--- config.mk ---
export PLATFORM = sky130hd
export DESIGN_NAME = casc_counter
export DESIGN_NICKNAME = d
export VERILOG_FILES = /design/src/rtl/cnt_pkg.sv /design/src/rtl/cnt_next.sv /design/src/rtl/cnt_tc.sv /design/src/rtl/cnt_stage.sv /design/src/rtl/casc_counter.sv
export SDC_FILE = /design/constraint.sdc
export NUM_CORES = 1
export LEC_CHECK = 0
export ABC_AREA = 0
export CAP_MARGIN = 20
export CORE_AREA = 2 2 39 41
export DETAILED_ROUTE_END_ITERATION = 8
export DIE_AREA = 0 0 41 43
export DONT_BUFFER_PORTS = 1
export PLACE_DENSITY = 0.7
export SYNTH_ARGS = -nofsm -noshare
export SYNTH_HDL_FRONTEND = slang
export SYNTH_SLANG_ARGS = --single-unit
--- constraint.sdc ---
create_clock -name clk -period 2.09 [get_ports clk]
set_clock_uncertainty 0.2 [all_clocks]
set_input_delay 0.418 -clock clk [delete_from_list [all_inputs] [get_ports clk]]
set_output_delay 0.418 -clock clk [all_outputs]
set_load 0.02 [all_outputs]
--- src/rtl/cnt_pkg.sv ---
package cnt_pkg;

    localparam int STAGE_W = 4;

    typedef enum logic [1:0] {
        OP_HOLD  = 2'd0,
        OP_COUNT = 2'd1,
        OP_LOAD  = 2'd2
    } cnt_op_e;

    // Load outranks both enables; counting needs both enables.
    function automatic cnt_op_e pick_op(input logic load_n,
                                        input logic en_count,
                                        input logic en_chain);
        if (!load_n)
            return OP_LOAD;
        else if (en_count && en_chain)
            return OP_COUNT;
        else
            return OP_HOLD;
    endfunction

endpackage

--- src/rtl/cnt_next.sv ---
module cnt_next
    import cnt_pkg::*;
#(
    parameter int W = STAGE_W
) (
    input  cnt_op_e      op,
    input  logic [W-1:0] cur,
    input  logic [W-1:0] data,
    output logic [W-1:0] nxt
);

    always_comb begin
        unique case (op)
            OP_LOAD:  nxt = data;
            OP_COUNT: nxt = cur + 1'b1;
            default:  nxt = cur;
        endcase
    end

endmodule

--- src/rtl/cnt_tc.sv ---
module cnt_tc #(
    parameter int W = 4
) (
    input  logic [W-1:0] value,
    input  logic         en_chain,
    output logic         carry
);

    // Terminal count is gated only by the chain enable.
    assign carry = en_chain & (&value);

endmodule

--- src/rtl/cnt_stage.sv ---
module cnt_stage
    import cnt_pkg::*;
#(
    parameter int W = STAGE_W
) (
    input  logic         clk,
    input  logic         clear_n,
    input  logic         load_n,
    input  logic         en_count,
    input  logic         en_chain,
    input  logic [W-1:0] data_in,
    output logic [W-1:0] value_o,
    output logic         carry_o
);

    typedef struct packed {
        logic [W-1:0] value;
    } stage_reg_t;

    stage_reg_t   state_d, state_q;
    cnt_op_e      op_d;
    logic [W-1:0] nxt_value;

    cnt_next #(.W(W)) u_next (
        .op   (op_d),
        .cur  (state_q.value),
        .data (data_in),
        .nxt  (nxt_value)
    );

    always_comb begin
        op_d          = pick_op(load_n, en_count, en_chain);
        state_d       = state_q;
        state_d.value = nxt_value;
    end

    always_ff @(posedge clk or negedge clear_n) begin
        if (!clear_n)
            state_q <= '0;
        else
            state_q <= state_d;
    end

    cnt_tc #(.W(W)) u_tc (
        .value    (state_q.value),
        .en_chain (en_chain),
        .carry    (carry_o)
    );

    assign value_o = state_q.value;

endmodule

--- src/rtl/casc_counter.sv ---
module casc_counter
    import cnt_pkg::*;
#(
    parameter int STAGES = 3,
    parameter int SW     = STAGE_W
) (
    input  logic                 clk,
    input  logic                 clear_n,
    input  logic                 load_n,
    input  logic                 en_count,
    input  logic                 en_chain,
    input  logic [STAGES*SW-1:0] data_in,
    output logic [STAGES*SW-1:0] count_out,
    output logic                 carry_out
);

    localparam int TOTAL_W = STAGES * SW;

    // chain_q[i] is the chain enable of stage i; chain_q[STAGES] is the top carry.
    logic [STAGES:0] chain_q;

    assign chain_q[0] = en_chain;

    for (genvar g = 0; g < STAGES; g++) begin : g_stage
        cnt_stage #(.W(SW)) u_stage (
            .clk      (clk),
            .clear_n  (clear_n),
            .load_n   (load_n),
            .en_count (en_count),
            .en_chain (chain_q[g]),
            .data_in  (data_in[g*SW +: SW]),
            .value_o  (count_out[g*SW +: SW]),
            .carry_o  (chain_q[g+1])
        );
    end

    assign carry_out = chain_q[STAGES];

    logic unused_width;
    assign unused_width = (TOTAL_W == 0);

endmodule

After elaboration in Yosys (flattened, before gate mapping)
Cells that the tools add are included.
{"block": "totals", "latchBits": 0, "ff_bits": 12, "mem_count": 0, "output_inout_bits": 13, "ramBits": 0, "wordCells": 33, "inputBits": 17, "mem_bits_ro": 0}
{"block": "classes", "bitwise_logic": 3, "shift": 0, "n_eq_ne": 6, "add_sub_neg": 3, "n_lt_le_gt_ge": 0, "div": 0, "n_mux": 9, "reduce_logical": 9, "n_mul": 0}
{"op": "$pmux 4 s2", "count": 3}
{"op": "$add 4x1->4 const B", "count": 3}
{"op": "$reduce_and 4->1", "count": 3}
{"op": "$eq 2x1->1 const B", "count": 3}
{"op": "$eq 2x2->1 const B", "count": 3}
{"op": "$mux 2", "count": 3}
{"op": "$reduce_bool 2->1", "count": 3}
{"op": "$and 1x1->1", "count": 3}
{"op": "$logic_and 1x1->1", "count": 3}
{"op": "$mux 1", "count": 3}

Logic depth before layout (Yosys ltp)
{"block": "depth", "ltp_word": 8, "ltp_mapped": 5, "ltp_nobuf": 4}

Modules after synthesis
From an unflattened synthesis, not the netlist that was laid out.
{"block": "hier_totals", "cells_unflattened": 96, "area_unflattened_um2": 852.1}
{"module": "cnt_next", "seq_area_each_um2": 0.0, "cells_per_inst": 23, "n_inst": 3, "area_each_um2": 161.4}
{"module": "cnt_stage", "seq_area_each_um2": 100.1, "cells_per_inst": 6, "n_inst": 3, "area_each_um2": 110.1}
{"module": "cnt_tc", "seq_area_each_um2": 0.0, "cells_per_inst": 3, "n_inst": 3, "area_each_um2": 12.5}

Least setup slack after synthesis
OpenSTA, ideal clock, no wires.
{"block": "synth_path", "path_kind": "register to output", "from": "register g_stage[1].u_stage.state_q, in the netlist g_stage[1].u_stage.value_o[0]", "to": "output carry_out", "arrival_ns": 1.511, "stages_incl_launch_ff": 5, "required_ns": 1.472, "path_buffers": 0, "slack_ns": -0.039, "path_cell_list": "dfrtp_1 > ha_1 > and4_2 > nand2_1 > nor3_1"}
{"block": "synth_between", "elab_chain_len": 3}
{"element": "start: declaration", "line_no": "cnt_stage.sv:20", "rtl": "stage_reg_t state_d, state_q;"}
{"element": "start signal: assignment", "line_no": "cnt_stage.sv:41", "rtl": "state_q <= state_d;"}
{"element": "$reduce_and 4->1", "line_no": "cnt_tc.sv:10", "rtl": "assign carry = en_chain & (&value);"}
{"element": "$and 1x1->1 (2 in a row)", "line_no": "cnt_tc.sv:10"}
{"element": "end: declaration", "line_no": "casc_counter.sv:14", "rtl": "output logic carry_out"}
Every way passes these cells.

Final worst setup path
{"block": "layout_path", "from": "register g_stage[1].u_stage.state_q, in the netlist g_stage[1].u_stage.value_o[1]", "to": "output carry_out"}
Same word-level chain as after synthesis.

==> metrics.txt <==
Final ANT Viol Nets 0; Starting DRT DRC Count 11; Setup crit end kind primary output; core box area 1380 um2; final wirelength 1.72 mm; instance count of the mapped netlist 82; CTS H-tree depth 1; FMAX 496 MHz; required time worst endpoint 1.47 ns; VDD IR max 0.000386 V; fin crit period 2.02 ns; final setup TNS 0 ns; Vias/cell 5.80; DP Area 808 um2; via count of the first global-routing pass 600; FILL cells 121; area leader, netlist dfrtp_1; EDFF count, synth 0; chip width 41 um; HP Start load_n; Reg clk slew, reported paths 0.08 ns; post-route core utilization 63.7%; flops & latches, synth 12; net count after synthesis 102; status completed; # setup viols final 0; Nets 119; Final Max Tran Viols 0; port bufs 0; worst slew pin tran 0.553 ns; first-pass GRT wire length 2.62 mm; Leak 0.000364 uW; Most used DFF post-synth dfrtp_1; Max stage delay on crit path 0.37 ns; GPL Wtd Cong 0.770; largest net degree at the start of global routing 26; RSZ-0062 raised after global routing false; pwr/cell area 737 nW/um2; WL met3 104 um; Synth top area share 42.4%; clk root buf clkbuf_4; Area Growth Syn to Fin 24.4%; Synth top cells by count dfrtp_1 (12), nor2_1 (12), a31oi_1 (8); slew margin rel. 63.0%; Power Total 649 uW; GRT overflow 0; final hold viol count 0; GRT Overall Usage 22.7%; Num Clock Sinks 12; dominant delay contributor by cell family on the critical path simple AND/OR/NAND/NOR gates; Reg-to-Reg End g_stage[2].u_stage.value_o[3]; Slowest cell on crit path dfrtp_1; hold depth 1; worst path bufs/invs 1; WHS 0.0141 ns; post-DP HPWL 1.19 mm; I/O pin cnt 30; row count 14; clock latency on the worst-skew pair 0.28 ns; Max-Cap Viols 0; Finished Cell Area 881 um2; DRC 0; critical path class reg2out; post-DR wirelength/cell 15.1 um; synth top area cells dfrtp_1 (42%), a31oi_1 (7.1%), nor2_1 (6.4%); RR Startpoint g_stage[1].u_stage.value_o[1]; YS warnings 0; multi-input logic area 394 um2; R2R cell count 5; Initial Util 51.2%; critical path peak fanout 3; Unique masters post-synth 24; register area 300 um2; async set-or-reset flop fraction in the synthesized netlist 100%; max reg flops 12; CP Cell Sequence ha_2 -> and4_4 -> nand2_1 -> nor3_2 -> buf_4; CTS buffer count 3; Post-Syn Area 708 um2; Worst Hold Class in2reg; met1 wire length 786 um; Final Cycle Share 96.4%; via count 661; worst hold endpoint g_stage[0].u_stage.value_o[2]; share of cells above drive strength 1 25.5%; crit path DAT 1.40 ns; drt pass-1 iters 3; Bufs on Longest Clock Path 2; Setup crit start kind register; initial antenna violation count 0; Die Y 43 um; WL met2 778 um; ANT cells 0; CTS tree yes; top layer in use met4; Avg Cell Area, Syn 8.64 um2; setup slack, reg-to-reg 0.27 ns; die area 1760 um2; Seq/Total Area, Yosys 42.4%
[final cells by class]
type                       count  area share (%)
sequential                    12            34.1
inverter                       2           0.852
clock buffer                   4            4.12
tap                           16            2.27
timing repair buffer          16            13.9
multi-input combinational     64            44.7
[kinds of logic (layout without fill, tap and decap cells)]
kind of cell / count (synthesis) / count (layout) / share of synthesized area [%]
AOI/OAI and AO/OA: 21 / 21 / 17.5
adders and majority gates: 3 / 3 / 5.30
muxes: 1 / 1 / 1.41
DFF: 12 / 12 / 42.4
and+or+nand+nor: 37 / 37 / 27.7
buffers and inverters: 6 / 22 / 3.18
xor gates and xnor gates: 2 / 2 / 2.47
[power by group]
group | internal (uW) | switching [uW]
registers | 257 | 28.9
logic | 74.6 | 94.7
clock network | 106 | 88.3
total | 437 | 212
[worst max-delay path by stage]
stage / startpoint / to / slack (ns) / cells after the start
after global placement: g_stage[1].u_stage.value_o[0] / carry_out / 0.30 / 5
after detailed placement: g_stage[1].u_stage.value_o[0] / carry_out / 0.28 / 5
after global routing: g_stage[1].u_stage.value_o[1] / carry_out / 0.02 / 5
after floorplan: g_stage[1].u_stage.value_o[0] / carry_out / 0.11 / 4
final: g_stage[1].u_stage.value_o[1] / carry_out / 0.07 / 5
after CTS: g_stage[1].u_stage.value_o[0] / carry_out / 0.02 / 5
[what timing repair did]
action	CTS	global route
hold buffers	1	0
pin swaps	1	1
endpoints found under the hold margin	12	0
endpoints found under the setup margin	1	1
gates resized for setup	2	0
buffers inserted	2	1
[cell usage in the layout, fill, tap and decap left out, drive strengths merged, types with 2 or more instances in the layout]
cell type  netlist  layout
inv              2       2
nor2            12      12
a21oi            3       3
nand3            6       6
and4             2       2
clkbuf           4       4
buf              0      15
xor2             2       2
nand4            4       4
ha               3       3
or3              5       5
nand2            5       5
a31oi            8       8
o21ai            7       7
dfrtp           12      12
[routing by layer]
metal	vias to the layer above	GRT usage (%)
li1	342	-
met1	294	27.3
met2	20	33.8
met3	5	5.24
met4	0	16.0
met5	-	0
[per-stage QoR]
stage	cells	worst slack (ns)
floorplan	82	0.113
global placement	106	0.298
detailed placement	106	0.282
CTS	113	0.0155
global route	114	0.0211
finish	114	0.0745
Power figures use the tool's default switching activity.
